File: src/rtl/uart_irq_pkg.sv
package uart_irq_pkg;
  localparam logic [2:0] ADDR_DATA = 3'd0;
  localparam logic [2:0] ADDR_MASK = 3'd1;
  localparam logic [2:0] ADDR_IDFC = 3'd2;
  localparam logic [2:0] ADDR_LINE = 3'd5;
  localparam logic [2:0] ADDR_MDM  = 3'd6;

  typedef enum logic [2:0] {
    SRC_MODEM = 3'b000,
    SRC_THRE  = 3'b001,
    SRC_RXDAT = 3'b010,
    SRC_LINE  = 3'b011,
    SRC_TMO   = 3'b110
  } src_code_e;
endpackage

File: src/rtl/uart_irq_regs.sv
module uart_irq_regs #(
  parameter int LW = 5
) (
  input  logic          clk,
  input  logic          rst_n,
  input  logic          mask_wr,
  input  logic          trig_wr,
  input  logic [7:0]    wdata,
  output logic [3:0]    ier_q,
  output logic [LW-1:0] trig_lvl
);
  logic [3:0] ier_d;
  logic [1:0] sel_q, sel_d;

  always_comb begin
    ier_d = ier_q;
    sel_d = sel_q;
    if (mask_wr) ier_d = wdata[3:0];
    if (trig_wr) sel_d = wdata[7:6];
  end

  always_ff @(posedge clk or negedge rst_n) begin
    if (!rst_n) begin
      ier_q <= '0;
      sel_q <= 2'b11;
    end else begin
      ier_q <= ier_d;
      sel_q <= sel_d;
    end
  end

  always_comb begin
    case (sel_q)
      2'b00:   trig_lvl = LW'(1);
      2'b01:   trig_lvl = LW'(4);
      2'b10:   trig_lvl = LW'(8);
      default: trig_lvl = LW'(14);
    endcase
  end
endmodule

File: src/rtl/uart_irq_flags.sv
module uart_irq_flags (
  input  logic clk,
  input  logic rst_n,
  input  logic line_err,
  input  logic line_ack,
  input  logic tx_empty,
  input  logic thr_wr,
  input  logic thre_ack,
  input  logic modem_delta,
  input  logic modem_ack,
  output logic line_q,
  output logic thre_q,
  output logic modem_q
);
  logic line_d, thre_d, modem_d, txe_q;

  always_comb begin
    line_d  = line_err | (line_q & ~line_ack);
    modem_d = modem_delta | (modem_q & ~modem_ack);
    thre_d  = (tx_empty & ~txe_q) | (thre_q & ~thr_wr & ~thre_ack);
  end

  always_ff @(posedge clk or negedge rst_n) begin
    if (!rst_n) begin
      line_q  <= 1'b0;
      thre_q  <= 1'b0;
      modem_q <= 1'b0;
      txe_q   <= 1'b0;
    end else begin
      line_q  <= line_d;
      thre_q  <= thre_d;
      modem_q <= modem_d;
      txe_q   <= tx_empty;
    end
  end
endmodule

File: src/rtl/uart_irq_timeout.sv
module uart_irq_timeout #(
  parameter int LW = 5,
  parameter int CW = 16
) (
  input  logic          clk,
  input  logic          rst_n,
  input  logic          baud_tick,
  input  logic [CW-1:0] char_ticks,
  input  logic [LW-1:0] rx_level,
  input  logic          rx_push,
  input  logic          fifo_rd,
  output logic          tmo_q
);
  localparam int TW = CW + 2;

  logic [TW-1:0] cnt_q, cnt_d, limit;
  logic          restart, fire, tmo_d;

  always_comb begin
    limit   = {char_ticks, 2'b00};
    restart = fifo_rd | rx_push | (rx_level == '0);
    if (restart)                        cnt_d = '0;
    else if (baud_tick && cnt_q != limit) cnt_d = cnt_q + TW'(1);
    else                                cnt_d = cnt_q;
    fire  = !restart && (cnt_q == limit);
    tmo_d = fire | (tmo_q & ~fifo_rd);
  end

  always_ff @(posedge clk or negedge rst_n) begin
    if (!rst_n) begin
      cnt_q <= '0;
      tmo_q <= 1'b0;
    end else begin
      cnt_q <= cnt_d;
      tmo_q <= tmo_d;
    end
  end
endmodule

File: src/rtl/uart_irq_prio.sv
module uart_irq_prio
  import uart_irq_pkg::*;
(
  input  logic [3:0] ier,
  input  logic       line_pend,
  input  logic       rxdat_pend,
  input  logic       tmo_pend,
  input  logic       thre_pend,
  input  logic       modem_pend,
  output logic       any_pend,
  output logic [2:0] code
);
  always_comb begin
    any_pend = 1'b1;
    code     = SRC_MODEM;
    if (ier[2] && line_pend)       code = SRC_LINE;
    else if (ier[0] && rxdat_pend) code = SRC_RXDAT;
    else if (ier[0] && tmo_pend)   code = SRC_TMO;
    else if (ier[1] && thre_pend)  code = SRC_THRE;
    else if (ier[3] && modem_pend) code = SRC_MODEM;
    else                           any_pend = 1'b0;
  end
endmodule

File: src/rtl/uart_irq_ctrl.sv
module uart_irq_ctrl
  import uart_irq_pkg::*;
#(
  parameter int LW = 5,
  parameter int CW = 16
) (
  input  logic          clk,
  input  logic          rst_n,
  input  logic [2:0]    bus_addr,
  input  logic [7:0]    bus_wdata,
  input  logic          bus_wr,
  input  logic          bus_rd,
  output logic [7:0]    bus_rdata,
  input  logic          line_err,
  input  logic [LW-1:0] rx_level,
  input  logic          rx_push,
  input  logic          tx_empty,
  input  logic          modem_delta,
  input  logic          baud_tick,
  input  logic [CW-1:0] char_ticks,
  output logic          irq
);
  logic [3:0]    ier_q;
  logic [LW-1:0] trig_lvl;
  logic          line_q, thre_q, modem_q, tmo_q;
  logic          any_pend;
  logic [2:0]    code;
  logic [7:0]    ident;
  logic          fifo_rd, thr_wr, id_rd;

  always_comb begin
    fifo_rd = bus_rd && bus_addr == ADDR_DATA;
    thr_wr  = bus_wr && bus_addr == ADDR_DATA;
    id_rd   = bus_rd && bus_addr == ADDR_IDFC;
  end

  uart_irq_regs #(.LW(LW)) u_regs (
    .clk(clk), .rst_n(rst_n),
    .mask_wr(bus_wr && bus_addr == ADDR_MASK),
    .trig_wr(bus_wr && bus_addr == ADDR_IDFC),
    .wdata(bus_wdata), .ier_q(ier_q), .trig_lvl(trig_lvl)
  );

  uart_irq_flags u_flags (
    .clk(clk), .rst_n(rst_n),
    .line_err(line_err),
    .line_ack(bus_rd && bus_addr == ADDR_LINE),
    .tx_empty(tx_empty), .thr_wr(thr_wr),
    .thre_ack(id_rd && code == SRC_THRE && any_pend),
    .modem_delta(modem_delta),
    .modem_ack(bus_rd && bus_addr == ADDR_MDM),
    .line_q(line_q), .thre_q(thre_q), .modem_q(modem_q)
  );

  uart_irq_timeout #(.LW(LW), .CW(CW)) u_tmo (
    .clk(clk), .rst_n(rst_n), .baud_tick(baud_tick),
    .char_ticks(char_ticks), .rx_level(rx_level),
    .rx_push(rx_push), .fifo_rd(fifo_rd), .tmo_q(tmo_q)
  );

  uart_irq_prio u_prio (
    .ier(ier_q), .line_pend(line_q),
    .rxdat_pend(rx_level >= trig_lvl), .tmo_pend(tmo_q),
    .thre_pend(thre_q), .modem_pend(modem_q),
    .any_pend(any_pend), .code(code)
  );

  always_comb begin
    ident = {2'b11, 2'b00, code, ~any_pend};
    irq   = any_pend;
    case (bus_addr)
      ADDR_MASK: bus_rdata = {4'b0000, ier_q};
      ADDR_IDFC: bus_rdata = ident;
      default:   bus_rdata = 8'h00;
    endcase
  end
endmodule

File: config.mk
export PLATFORM = sky130hd
export DESIGN_NAME = uart_irq_ctrl
export DESIGN_NICKNAME = d
export VERILOG_FILES = /design/src/rtl/uart_irq_pkg.sv /design/src/rtl/uart_irq_regs.sv /design/src/rtl/uart_irq_flags.sv /design/src/rtl/uart_irq_timeout.sv /design/src/rtl/uart_irq_prio.sv /design/src/rtl/uart_irq_ctrl.sv
export SDC_FILE = /design/constraint.sdc
export NUM_CORES = 1
export LEC_CHECK = 0
export ABC_AREA = 1
export BUFFER_PORTS_ARGS = -buffer_cell sky130_fd_sc_hd__buf_2
export CORE_ASPECT_RATIO = 0.6
export CORE_MARGIN = 2
export CORE_UTILIZATION = 57
export CTS_BUF_LIST = sky130_fd_sc_hd__clkbuf_4
export DETAILED_ROUTE_END_ITERATION = 10
export MAX_ROUTING_LAYER = met4
export PLACE_DENSITY = 0.81
export REMOVE_ABC_BUFFERS = 1
export SLEW_MARGIN = 10
export SYNTH_ARGS = -nofsm -noshare
export SYNTH_HDL_FRONTEND = slang
export SYNTH_HIERARCHICAL = 1
export SYNTH_SLANG_ARGS = --single-unit
File: constraint.sdc
create_clock -name clk -period 2.4 [get_ports clk]
set_input_delay 0.24 -clock clk [delete_from_list [all_inputs] [get_ports clk]]
set_output_delay 0.24 -clock clk [all_outputs]
set_load 0.05 [all_outputs]
# Word level (Yosys, flattened, before mapping)
# Index checks and enable logic that the tools add are counted.
[totals] register_bits=29 output_inout_bits=9
[op_classes] addsub=1 n_lt_le_gt_ge=1 n_eq_ne=9 mux=13 bitwise=19 reduce_logical=21
[ops] op="18-bit 2-to-1 mux" count=2
[ops] op="18-bit by 1-bit adder with 18-bit output, second input constant" count=1
[ops] op="18-bit == test" count=1
[ops] op="18-bit inequality test" count=1
[ops] op="1-bit logical AND" count=16
[ops] op="8-bit one-hot mux with 2 select lines" count=1
[ops] op="4-bit one-hot mux with 3 select lines" count=1
[ops] op="3-bit 2-to-1 mux" count=3
[ops] op="1-bit NOT" count=7
[ops] op="1-bit AND" count=6
[ops] op="3-bit by 1-bit == test with 1-bit output, second input constant" count=2
[ops] op="3-bit == test, second input constant" count=2
[ops] op="1-bit 2-to-1 mux" count=6
[ops] op="1-bit bitwise OR" count=6
[ops] op="5-bit >= comparator" count=1
[ops] op="5-bit zero test" count=1
[ops] op="3-bit by 2-bit == test with 1-bit output, second input constant" count=1
[ops] op="3-bit zero test" count=1
[ops] op="2-bit by 1-bit == test with 1-bit output, second input constant" count=1
[ops] op="2-bit == test, second input constant" count=1
[ops] op="2-bit zero test" count=1
[ops] op="2-bit nonzero test" count=1
[ops] op="1-bit zero test" count=1

# Longest topological paths before layout
# Gate-level depths: netlist (run 1).
[depth] depth_word=12 mapped_depth=19 depth_no_buf=19

# Hierarchy
# The synthesis (run 1) kept the hierarchy.
[by_module_without_submodules] module="uart_irq_timeout" instances=1 cells_each=277 area_per_inst_um2=1617.8
[by_module_without_submodules] module="uart_irq_ctrl" instances=1 cells_each=61 area_per_inst_um2=306.5
[by_module_without_submodules] module="uart_irq_regs" instances=1 cells_each=33 area_per_inst_um2=257.7
[by_module_without_submodules] module="uart_irq_flags" instances=1 cells_each=14 area_per_inst_um2=168.9
[by_module_without_submodules] module="uart_irq_prio" instances=1 cells_each=16 area_per_inst_um2=75.1

# Worst setup path before layout (run 1)
# Ideal clock, no wire load.
[synth_timing] path_kind="register to output" start="register u_regs.sel_q[1]" end="output port bus_rdata[0]" t_arrival_ns=2.264 t_required_ns=2.160 slack_ns=-0.104 stages_incl_launch_ff=15 path_buffers=1 path_cell_list="dfstp_2 > clkbuf_1 > inv_1 > ha_1 > nand2_1 > inv_1 > nand2_1 > nand3_1 > nand2_1 > nand2_2 > nor2_2 > nand2_1 > inv_1 > nand2_1 > nand2_1"
[synth_via] elab_chain_len=8
[synth_lines] item="start, declared" line="uart_irq_regs.sv:13" text="logic [1:0] sel_q, sel_d;"
[synth_lines] item="start signal, assigned" line="uart_irq_regs.sv:28" text="sel_q <= sel_d;"
[synth_lines] item="2-bit == test (tied with other cells)" line="uart_irq_regs.sv:33" text="case (sel_q)"
[synth_lines] item="4-bit one-hot mux with 3 select lines *" line="uart_irq_regs.sv:33"
[synth_lines] item="named net trig_lvl[3]" line="uart_irq_ctrl.sv:24" text="logic [LW-1:0] trig_lvl;"
[synth_lines] item="5-bit >= comparator *" line="uart_irq_ctrl.sv:63" text=".rxdat_pend(rx_level >= trig_lvl), .tmo_pend(tmo_q),"
[synth_lines] item="1-bit logical AND *" line="uart_irq_prio.sv:17" text="else if (ier[0] && rxdat_pend) code = SRC_RXDAT;"
[synth_lines] item="1-bit 2-to-1 mux *" line="uart_irq_prio.sv:17"
[synth_lines] item="1-bit 2-to-1 mux *" line="uart_irq_prio.sv:16" text="if (ier[2] && line_pend) code = SRC_LINE;"
[synth_lines] item="named net irq" line="uart_irq_ctrl.sv:21" text="output logic irq"
[synth_lines] item="1-bit NOT *" line="uart_irq_ctrl.sv:69" text="ident = {2'b11, 2'b00, code, ~any_pend};"
[synth_lines] item="8-bit one-hot mux with 2 select lines *" line="uart_irq_ctrl.sv:71" text="case (bus_addr)"
[synth_lines] item="end, declared" line="uart_irq_ctrl.sv:13" text="output logic [7:0] bus_rdata,"
# The timed path passes the listed nets; every way through them passes the cells marked *.

# Worst setup path in the final report (run 1)
[layout_timing] start="register u_regs.sel_q[1]" end="output port bus_rdata[0]"
[layout_via] elab_chain_len=8
[layout_lines] item="2-bit == test (tied with other cells)" line="uart_irq_regs.sv:33"
[layout_lines] item="4-bit one-hot mux with 3 select lines *" line="uart_irq_regs.sv:33"
[layout_lines] item="5-bit >= comparator *" line="uart_irq_ctrl.sv:63"
[layout_lines] item="1-bit logical AND *" line="uart_irq_prio.sv:17"
[layout_lines] item="1-bit 2-to-1 mux *" line="uart_irq_prio.sv:17"
[layout_lines] item="1-bit 2-to-1 mux *" line="uart_irq_prio.sv:16"
[layout_lines] item="1-bit NOT *" line="uart_irq_ctrl.sv:69"
[layout_lines] item="8-bit one-hot mux with 2 select lines *" line="uart_irq_ctrl.sv:71"
# Mark *: on every way between the ends. The rest lies on a longest branch, timed or not.

==> out/qor.csv, run 1 <==
stage,metric,value,unit
clock_tree,CTS tree,yes,
sta,final hold viol count,0,
grt,total grt overflow,0,
sta,fmax,399.3,MHz
power,internal power,0.0007874,W
die,die span in x,88.23,um
synth,Post-Syn Area,2426,um^2
grt,vias in the first global route,2180,
sta,minimum clock period,2504,ps
synth,register area share after synthesis,30.02,%
clock_tree,clk_lat worst skew,340,ps
synth,library cells used by synthesis,31,
route,DR vias/cell,5.089,
final_layout,Final Core Density,68.53,%
power,Seq pwr share,45.6,%
worst_setup_path,CP Launch Type,register,
die,CORE AREA,4099,um^2
sta,Slew @ Worst Pin,688.8,ps
worst_setup_path,worst path bufs/invs,4,
power,Power Density,434.9,nW/um^2
route,DRT antenna net count,0,
worst_setup_path,"most used cell, CP",nand2_2,
route,total length of routed wires,6.087,mm
power,Switch Pwr,0.0004343,W
placement,cell area after placement,2644,um^2
worst_setup_path,CP max-delay cell,dfstp_2,
final_layout,post-route cell area,2809,um^2
clock_tree,CTS root buffer,clkbuf_4,
worst_setup_path,Crit path max-delay family,simple AND/OR/NAND/NOR gates,
run,max cap viols,0,
die,std cell rows,18,
status,failing checks,negative setup slack,
power,Clk pwr share,23.7,%
sta,Setup WS post-layout,-104.3,ps
die,DIE AREA,4811,um^2
clock_tree,Num CTS Buffers,5,
power,combinational share of power,30.7,%
hold_path,Min-Delay Path Class,in2reg,
power,Leak,1.500,nW
sta,RSZ-0062 raised after global routing,true,
final_layout,Area growth syn-to-layout,15.78,%
clock_tree,H-Tree Level Count,2,
sta,Rel. slew slack,53.73,%
die,die extent in y,54.54,um
final_layout,fraction of layout cells with a size suffix above 1,19.73,%
worst_setup_path,R2R setup slack,90,ps
worst_setup_path,Setup crit end kind,output port,
power,sw frac,35.55,%
sta,Pins Over Slew Limit,0,
die,Initial Utilization,59.19,%
route,drt pass-1 iters,5,
die,Ports,50,
clock_tree,clock sink count,29,
placement,RePlAce Congestion,0.9815,
status,status,finished with violations,
clock_tree,Worst-path clk slew,80,ps
power,total power,0.001222,W
grt,first-pass GRT wire length,10.07,mm
placement,post-detail-place hpwl,4.575,mm
route,Residual DRC,0,
worst_setup_path,Crit Path Class,reg2out,
sta,setup violators final,3,
grt,maximum number of pins on one net before global-route repair,30,
worst_setup_path,Crit path required time,2160,ps
worst_setup_path,crit-path cells,inv_1 > ha_1 > nand2_2 > inv_1 > nand2_1 > nand3_2 > nand2_2 > nand2_2 > nor2_4 > nand2_2 > inv_2 > nand2_1 > nand2_1 > buf_6,
route,initial DRC count,262,
worst_setup_path,CP max FO,4,
placement,PortBufs,45,
worst_setup_path,Max stage delay on crit path,570,ps
sta,TNS Setup,-185.5,ps
synth,YS warnings,6,
synth,cells after synthesis,401,
sta,WHS,29.10,ps
final_layout,layout net count,494,
grt,initial antenna violation count,0,
power,worst IR drop on VDD,0.4148,mV
sta,final worst path period share,104.3,%
route,routed len/inst,12.03,um
synth,Syn Area/Cell,6.050,um^2
sta,final clock skew,16.19,ps
grt,Global Route Usage Sum,28.79,%
route,via count,2575,
synth,register bit total from synthesis,29,
worst_setup_path,"Arr. time, crit path",2260,ps
final_layout,diodes inserted,0,
clock_tree,maximum buffer depth of the clock tree,2,
==> worst reg2reg max path, stage by stage, from the launching register on <==
cell,delay [ps]
dfstp_2,570
nand2_2,60
inv_2,40
inv_2,30
ha_4,250
nand2_2,40
nor2_1,80
nand2_1,80
nand3_2,100
nand2_2,70
nand2_2,90
nor2_4,50
nand2_2,80
inv_2,40
buf_4,120
buf_4,120
nor2_2,80
nand2_1,60
nor2_2,80
inv_1,50
nand3_1,60
nand2_1,50
==> through the flow <==
step                setup slack [ps]  std cells
floorplan                     -83.23        387
detailed placement             180.4        495
finish                        -104.3        506
global placement               220.1        495
global route                  -223.3        506
CTS                           -47.33        504
==> metal layers <==
metal  global-route usage [%]  wire, um  vias to the layer above
li1                         -         -                     1296
met1                    41.19      2917                     1154
met2                    40.60      2509                      117
met3                    7.541       592                        8
met4                    7.323        67                        0
met5                        -         0                        -
==> power by group through the flow <==
| stage | registers (W) | logic, W | clock network (W) |
|---|---|---|---|
| global route | 0.000563 | 0.000418 | 0.000314 |
| floorplan | 0.000554 | 0.000211 | 0 |
| CTS | 0.000555 | 0.000320 | 0.000294 |
| finish | 0.000557 | 0.000376 | 0.000289 |
| detailed placement | 0.000564 | 0.000303 | 0 |
| global placement | 0.000562 | 0.000297 | 0 |
==> cells in the mapped netlist <==
library cell,count,share of area (%)
nor3_1,9,1.9
dfrtp_1,27,28
nand3_2,1,0.41
ha_1,7,3.6
o211ai_1,1,0.31
nand2_2,5,1.3
clkbuf_1,3,0.46
buf_4,5,1.5
o21ai_1,1,0.21
inv_1,58,9.0
xnor2_1,3,1.1
nand3_1,30,6.2
nor2_2,3,0.77
buf_6,4,1.9
nor3_2,1,0.41
nand4_1,5,1.3
buf_2,1,0.21
clkbuf_2,2,0.41
nor2_1,55,8.5
nor3b_1,2,0.62
or2_2,1,0.26
a21oi_1,4,0.83
o21bai_4,2,1.5
conb_1,2,0.31
o21ai_0,7,1.4
nor2_4,1,0.46
inv_2,2,0.31
dfstp_2,2,2.2
nand2_1,154,24
or2_0,1,0.26
xor2_1,2,0.72
==> cells by family after synthesis <==
| kind of cell | share of synthesized area, % |
|---|---|
| AOI/OAI and AO/OA | 4.332 |
| xor gates and xnor gates | 1.805 |
| adders and majority gates | 3.610 |
| buffers and inverters | 13.77 |
| DFF | 30.02 |
| other | 0.3096 |
| and+or+nand+nor | 46.16 |
==> path summary, 6_finish.rpt <==
path / startpoint / to / cells past startpoint
worst max-delay path: u_regs/sel_q[1] / bus_rdata[0] / 14
worst min-delay path: tx_empty / u_flags/txe_q / 1
worst max register to register: u_regs/sel_q[1] / u_flags/thre_q / 21
min in group asynchronous: rst_n / u_tmo/cnt_q[13] / 2
max in group asynchronous: rst_n / u_tmo/cnt_q[1] / 2
worst min register to register: u_flags/txe_q / u_flags/thre_q / 3
==> sequential cells by signal, indices dropped and copies added, names as in the netlist <==
| signal | cells |
|---|---|
| u_flags/thre_q | 1 |
| u_regs/sel_q | 2 |
| u_tmo/cnt_q | 18 |
| u_flags/line_q | 1 |
| u_flags/txe_q | 1 |
| u_tmo/tmo_q | 1 |
| u_flags/modem_q | 1 |
| u_regs/ier_q | 4 |
==> cell usage in the layout (no fill, tap or decap), types with 6 or more instances in the layout <==
cell type / instances
nand2_1: 148
inv_1: 55
nor2_1: 54
o21ai_0: 7
nor3_1: 9
dfrtp_1: 27
clkbuf_4: 6
buf_2: 40
nand2_2: 11
buf_4: 6
nand3_1: 29
==> area by class of cell <==
type / instances / area [um^2]
clock buffer: 6 / 45.04
clock inverter: 1 / 3.754
fill: 390 / 1290
inverter: 60 / 225.2
multi-input combinational: 298 / 1420
sequential: 29 / 728.2
tap: 60 / 75.07
timing repair buffer: 52 / 311.5
==> timing repair <==
action | CTS | global route
endpoints found under the setup margin | 4 | 6
buffers inserted | 1 | 2
endpoints found under the hold margin | 27 | 0
resized for setup | 6 | 20
pin swaps | 1 | 10
hold buffers | 1 | 0
Note: power is estimated with default switching activity, not from simulation.
==> run 2, diff against run 1 <==
- SETUP_SLACK_MARGIN: not set -> 0.1
==> run 2 against run 1 <==
Net effect:
- global-route usage increased by 0.65 points
- combinational power increased by 5%
- sequential cell count unchanged
- wire length increased by 1.1%
- clock skew decreased by 4.0 ps
- setup slack improved by 26 ps
- the flow still finishes with violations (negative setup slack)
- sequential share of layout area decreased by 0.27 points
- critical endpoint unchanged
- via count decreased by 0.12%
- sequential power about the same
- critical path depth unchanged
- die area unchanged
==> out/qor.csv, run 2 (same netlist as run 1, synthesis figures left out) <==
stage,metric,value,unit,change
status,status,finished with violations,,
status,failing checks,negative setup slack,,
power,Leak,1.513,nW,+0.89%
die,DIE AREA,4811,um^2,unchanged
die,die extent in y,54.54,um,unchanged
final_layout,"commonest non-fill, non-tap cell in the layout",nand2_1,,
route,Residual DRC,0,,unchanged
final_layout,top flop regs,"u_tmo/cnt_q: 18 flops, u_regs/ier_q: 4 flops, u_regs/sel_q: 2 flops",,
sta,RSZ-0062 raised after global routing,true,,
sta,WHS,27.01,ps,-2.092 ps
clock_tree,CTS root buffer,clkbuf_4,,
placement,post-detail-place hpwl,4.575,mm,unchanged
die,die span in x,88.23,um,unchanged
die,std cell rows,18,,unchanged
sta,Setup WS post-layout,-78.18,ps,+26.16 ps
sta,setup violators final,2,,-1
grt,GRT Max-Usage Layer,met2,,
power,Power Density,437.8,nW/um^2,+0.67%
sta,final clock skew,12.18,ps,-4.010 ps
clock_tree,H-Tree Level Count,2,,unchanged
sta,Slew @ Worst Pin,702.5,ps,+13.68 ps
worst_setup_path,worst path bufs/invs,4,,unchanged
placement,RePlAce Congestion,0.9815,,unchanged
grt,vias in the first global route,2236,,+2.6%
final_layout,max reg flops,18,,unchanged
route,DR vias/cell,5.063,,-0.51%
route,routed len/inst,12.11,um,+0.70%
die,Ports,50,,unchanged
route,via count,2572,,-0.12%
worst_setup_path,CP max-delay cell,dfstp_2,,
clock_tree,clk_lat worst skew,340,ps,about the same
run,max cap viols,0,,unchanged
route,DRT antenna net count,0,,unchanged
grt,maximum number of pins on one net before global-route repair,30,,unchanged
sta,final hold viol count,0,,unchanged
clock_tree,CTS tree,yes,,
worst_setup_path,"Arr. time, crit path",2240,ps,-20 ps
sta,Rel. slew slack,52.81,%,-0.92 points
sta,fmax,403.5,MHz,+1.1%
sta,Pins Over Slew Limit,0,,unchanged
final_layout,diodes inserted,0,,unchanged
grt,first-pass GRT wire length,10.26,mm,+1.9%
final_layout,most frequent cells in the layout,"nand2_1 (148), inv_1 (55), nor2_1 (53)",,
grt,GR Util met1,41.38,%,+0.19 points
final_layout,largest register by flop count,u_tmo/cnt_q,,
worst_setup_path,CP max FO,4,,unchanged
grt,Global Route Usage Sum,29.44,%,+0.65 points
die,Initial Utilization,59.19,%,unchanged
route,drt pass-1 iters,5,,unchanged
final_layout,layout net count,496,,+0.40%
worst_setup_path,Max stage delay on crit path,570,ps,about the same
route,total length of routed wires,6.154,mm,+1.1%
worst_setup_path,"most used cell, CP",nand2_2,,
placement,PortBufs,45,,unchanged
clock_tree,Worst-path clk slew,80,ps,about the same
route,initial DRC count,246,,-6.1%
grt,M2 GR Usage,42.36,%,+1.8 points
clock_tree,Num CTS Buffers,5,,unchanged
final_layout,Area growth syn-to-layout,17.02,%,
hold_path,Min-Delay Path Class,in2reg,,
grt,initial antenna violation count,0,,unchanged
grt,GR Util met3,7.541,%,unchanged
power,worst IR drop on VDD,0.4140,mV,-0.20%
worst_setup_path,Crit Path Class,reg2out,,
worst_setup_path,Setup crit end kind,output port,,
power,total power,0.001243,W,+1.7%
sta,minimum clock period,2478,ps,-26.16 ps
worst_setup_path,CP Launch Type,register,,
final_layout,fraction of layout cells with a size suffix above 1,20.54,%,+0.80 points
sta,final worst path period share,103.3,%,-1.1 points
worst_setup_path,Crit path max-delay family,simple AND/OR/NAND/NOR gates,,
clock_tree,clock sink count,29,,unchanged
worst_setup_path,Crit path required time,2160,ps,about the same
grt,total grt overflow,0,,unchanged
clock_tree,maximum buffer depth of the clock tree,2,,unchanged
die,CORE AREA,4099,um^2,unchanged
worst_setup_path,crit-path cells,inv_1 > ha_1 > nand2_2 > inv_1 > nand2_1 > nand3_2 > nand2_2 > nand2_2 > nor2_4 > nand2_2 > inv_2 > nand2_1 > nand2_1 > buf_6,,
-- run 2: power by group --
| group | leakage [nW] | internal [W] | total, W | switching (W) |
|---|---|---|---|---|
| Combinational | 1.11 | 0.000158 | 0.000395 | 0.000237 |
| Clock | 0.0292 | 0.000117 | 0.000291 | 0.000174 |
| Sequential | 0.374 | 0.000523 | 0.000557 | 0.0000339 |
| Total | 1.51 | 0.000798 | 0.00124 | 0.000445 |
-- run 2: path summary, 6_finish.rpt --
kind | start | end | slack, ps | cells after the start
max | u_regs/sel_q[1] | bus_rdata[0] | -80 | 14
min | tx_empty | u_flags/txe_q | 30 | 1
max reg2reg | u_regs/sel_q[1] | u_flags/thre_q | 90 | 18
min reg2reg | u_regs/sel_q[1] | u_regs/sel_q[1] | 510 | 2
max in group asynchronous | rst_n | u_tmo/cnt_q[1] | 1530 | 2
min in group asynchronous | rst_n | u_tmo/cnt_q[13] | 450 | 2
-- run 2: layout make-up --
| type | instances | area [um^2] |
|---|---|---|
| Fill cell | 385 | 1260 |
| Sequential cell | 29 | 728.2 |
| Timing Repair Buffer | 54 | 334.1 |
| Multi-Input combinational cell | 298 | 1428 |
| Clock inverter | 1 | 3.754 |
| Tap cell | 60 | 75.07 |
| Clock buffer | 6 | 45.04 |
| Inverter | 60 | 225.2 |
-- run 2: through the flow --
| stage | setup WS, ps | area (um^2) | std cells | utilization [%] | setup TNS (ps) |
|---|---|---|---|---|---|
| floorplan | -83.23 | 2321 | 387 | - | -83.23 |
| global placement | 220.1 | 2644 | 495 | 64.50 | 0 |
| detailed placement | 180.4 | 2644 | 495 | 64.50 | 0 |
| CTS | -43.91 | 2779 | 508 | 67.80 | -59.67 |
| global route | -195.5 | 2839 | 508 | 69.26 | -535.8 |
| finish | -78.18 | 2839 | 508 | 69.26 | -128.1 |
-- run 2: metal layers --
layer,wire (um),up-vias
li1,-,1297
met1,2876,1139
met2,2555,124
met4,88,0
met5,0,-
met3,634,12
-- run 2: repair_timing --
item,4_1_cts,5_1_grt
setup buffers,5,1
hold buffers,1,0
gates resized for setup,12,17
endpoints found under the setup margin,5,6
pin swaps,3,13
hold endpoints to repair,27,0
-- run 2: worst reg2reg max path, cell delays in order, from the launching register on --
cell     delay [ps]
dfstp_2         570
inv_1            50
ha_1            280
nand2_2          70
inv_1            40
nand2_1          80
nand3_2         120
nand2_2         100
nand2_2          60
nor2_4          110
inv_1            60
buf_4           120
buf_4           120
nor2_2          100
nand2_1          80
nor2_2           70
inv_1            40
nand3_1          60
nand2_1          50
==> run 3, diff against run 2 <==
==> constraint.sdc (replaced) <==
create_clock -name clk -period 2.4 [get_ports clk]
set_input_delay 0.24 -clock clk [delete_from_list [all_inputs] [get_ports clk]]
set_output_delay 0.24 -clock clk [all_outputs]
set_load 0.1 [all_outputs]
==> run 3 against run 2 <==
Net effect:
- sequential power is essentially flat
- clock skew up 3.2 ps
- sequential cell count is the same
- the flow still finishes with violations (negative setup slack)
- sequential share of layout area is 0.26 points lower
- clock power rose by 39%
- utilization grew 0.70 points
- hold slack improved by 0.52 ps
- count of clock-buffer cells in the layout unchanged
- maximum frequency decreased by 3.3%
==> out/qor.csv, run 3 (same netlist as run 1, synthesis figures left out) <==
stage,metric,value,unit,change
grt,vias in the first global route,2210,,-1.2%
die,DIE AREA,4811,um^2,unchanged
final_layout,max reg flops,18,,unchanged
placement,post-detail-place hpwl,4.609,mm,+0.74%
final_layout,Final Core Density,69.96,%,+0.70 points
clock_tree,maximum buffer depth of the clock tree,2,,unchanged
route,DR vias/cell,4.988,,-1.5%
sta,final worst path period share,106.8,%,+3.6 points
worst_setup_path,Crit path required time,2160,ps,about the same
placement,cell area after placement,2719,um^2,+2.8%
route,drt pass-1 iters,5,,unchanged
route,via count,2534,,-1.5%
sta,Rel. slew slack,55.48,%,+2.7 points
final_layout,diodes inserted,0,,unchanged
sta,final clock skew,15.38,ps,+3.199 ps
die,die span in x,88.23,um,unchanged
sta,WHS,27.53,ps,+0.5223 ps
sta,RSZ-0062 raised after global routing,true,,
clock_tree,CTS root buffer,clkbuf_4,,
worst_setup_path,"Arr. time, crit path",2320,ps,+80 ps
final_layout,post-route cell area,2868,um^2,+1.0%
final_layout,Area growth syn-to-layout,18.21,%,
route,initial DRC count,232,,-5.7%
grt,Global Route Usage Sum,28.84,%,-0.60 points
worst_setup_path,CP max FO,4,,unchanged
placement,RePlAce Congestion,0.9780,,-0.36%
hold_path,Min-Delay Path Class,in2reg,,
sta,TNS Setup,-620.3,ps,-492.2 ps
sta,fmax,390.0,MHz,-3.3%
placement,PortBufs,45,,unchanged
sta,setup violators final,5,,+3
sta,final hold viol count,0,,unchanged
final_layout,fraction of layout cells with a size suffix above 1,19.64,%,-0.89 points
die,std cell rows,18,,unchanged
power,total power,0.001404,W,+13%
status,status,finished with violations,,
clock_tree,H-Tree Level Count,2,,unchanged
die,Ports,50,,unchanged
grt,total grt overflow,0,,unchanged
sta,minimum clock period,2564,ps,+85.77 ps
die,die extent in y,54.54,um,unchanged
worst_setup_path,CP Launch Type,register,,
route,routed len/inst,12.16,um,+0.41%
power,Leak,1.529,nW,+1.0%
final_layout,most frequent cells in the layout,"nand2_1 (146), inv_1 (56), nor2_1 (55)",,
sta,Setup WS post-layout,-163.9,ps,-85.77 ps
die,CORE AREA,4099,um^2,unchanged
final_layout,"commonest non-fill, non-tap cell in the layout",nand2_1,,
clock_tree,Num CTS Buffers,5,,unchanged
route,DRT antenna net count,0,,unchanged
route,Residual DRC,0,,unchanged
sta,Pins Over Slew Limit,0,,unchanged
run,max cap viols,0,,unchanged
final_layout,largest register by flop count,u_tmo/cnt_q,,
worst_setup_path,Crit Path Class,reg2out,,
grt,initial antenna violation count,0,,unchanged
power,Power Density,489.5,nW/um^2,+12%
die,Initial Utilization,59.19,%,unchanged
final_layout,top flop regs,"u_tmo/cnt_q: 18 flops, u_regs/ier_q: 4 flops, u_regs/sel_q: 2 flops",,
route,total length of routed wires,6.179,mm,+0.41%
final_layout,layout net count,495,,-0.20%
power,worst IR drop on VDD,0.4081,mV,-1.4%
worst_setup_path,Setup crit end kind,output port,,
clock_tree,clock sink count,29,,unchanged
clock_tree,CTS tree,yes,,
grt,maximum number of pins on one net before global-route repair,30,,unchanged
grt,first-pass GRT wire length,10.07,mm,-1.9%
clock_tree,clk_lat worst skew,340,ps,about the same
status,failing checks,negative setup slack,,
clock_tree,Worst-path clk slew,100,ps,+20 ps
sta,Slew @ Worst Pin,662.8,ps,-39.69 ps
final_layout,Fillers,361,,-6.2%
==> run 3: changes by cell type in the layout (fill, tap and decap cells not counted), sizes merged <==
cell / previous run / this run
bufinv: 0 / 1
buf: 53 / 52
==> run 3: report_power, final <==
part,total [W],switching (W),internal [W],leakage [nW]
sequential,0.000556,0.0000333,0.000523,0.374
combinational,0.000443,0.000280,0.000163,1.11
clock,0.000405,0.000177,0.000228,0.0433
total,0.00140,0.000490,0.000914,1.53
==> run 3: final timing paths <==
kind	start	to	slack, ps	cells past startpoint
worst max-delay path	u_regs/sel_q[1]	bus_rdata[2]	-160	16
worst min-delay path	tx_empty	u_flags/txe_q	30	1
worst max register to register	u_regs/sel_q[1]	u_flags/thre_q	200	19
worst min register to register	u_regs/sel_q[1]	u_regs/sel_q[1]	490	2
max in group asynchronous	rst_n	u_tmo/cnt_q[3]	1480	2
min in group asynchronous	rst_n	u_tmo/cnt_q[14]	480	2
==> run 3: worst max-delay path: stages (launching register included) <==
cell and delay (ps):
dfstp_2 570, nand2_1 50, inv_1 40, inv_1 30, ha_1 250, nand2_1 40, nor2_1 80, nand2_1 80
nand3_2 120, nand2_2 90, nand2_2 100, nor2_4 40, buf_4 130, inv_2 50, nand2_2 50, nand2_2 80
buf_12 170
==> run 3: final cells by class <==
| cell class | instances | area (um^2) | share of cell area (%) |
|---|---|---|---|
| multi-input combinational | 298 | 1398 | 48.73 |
| clock buffer | 6 | 45.04 | 1.571 |
| timing repair buffer | 53 | 362.8 | 12.65 |
| tap | 60 | 75.07 | 2.618 |
| inverter | 60 | 225.2 | 7.853 |
| clock inverter | 2 | 33.78 | 1.178 |
| sequential | 29 | 728.2 | 25.39 |
==> run 3: timing repair <==
item	4_1_cts	5_1_grt
hold buffers	1	0
endpoints found under the hold margin	27	0
cloned	0	0
gates resized for setup	8	4
endpoints found under the setup margin	5	5
setup buffers	1	3
pin swaps	5	8
==> run 3: layer usage <==
metal | part of all wire (%) | track usage, % | vias to the layer above
li1 | - | - | 1301
met1 | 47 | 42.80 | 1117
met2 | 42 | 38.35 | 110
met3 | 10 | 7.843 | 6
met4 | 0.58 | 7.323 | 0
met5 | 0 | - | -
==> run 3: per-stage QoR <==
stage | setup slack [ps] | std cells
after floorplan | -734.9 | 387
after global placement | 178.8 | 495
after detailed placement | 129.1 | 495
after CTS | -129.0 | 505
after global routing | -331.2 | 508
final | -163.9 | 508
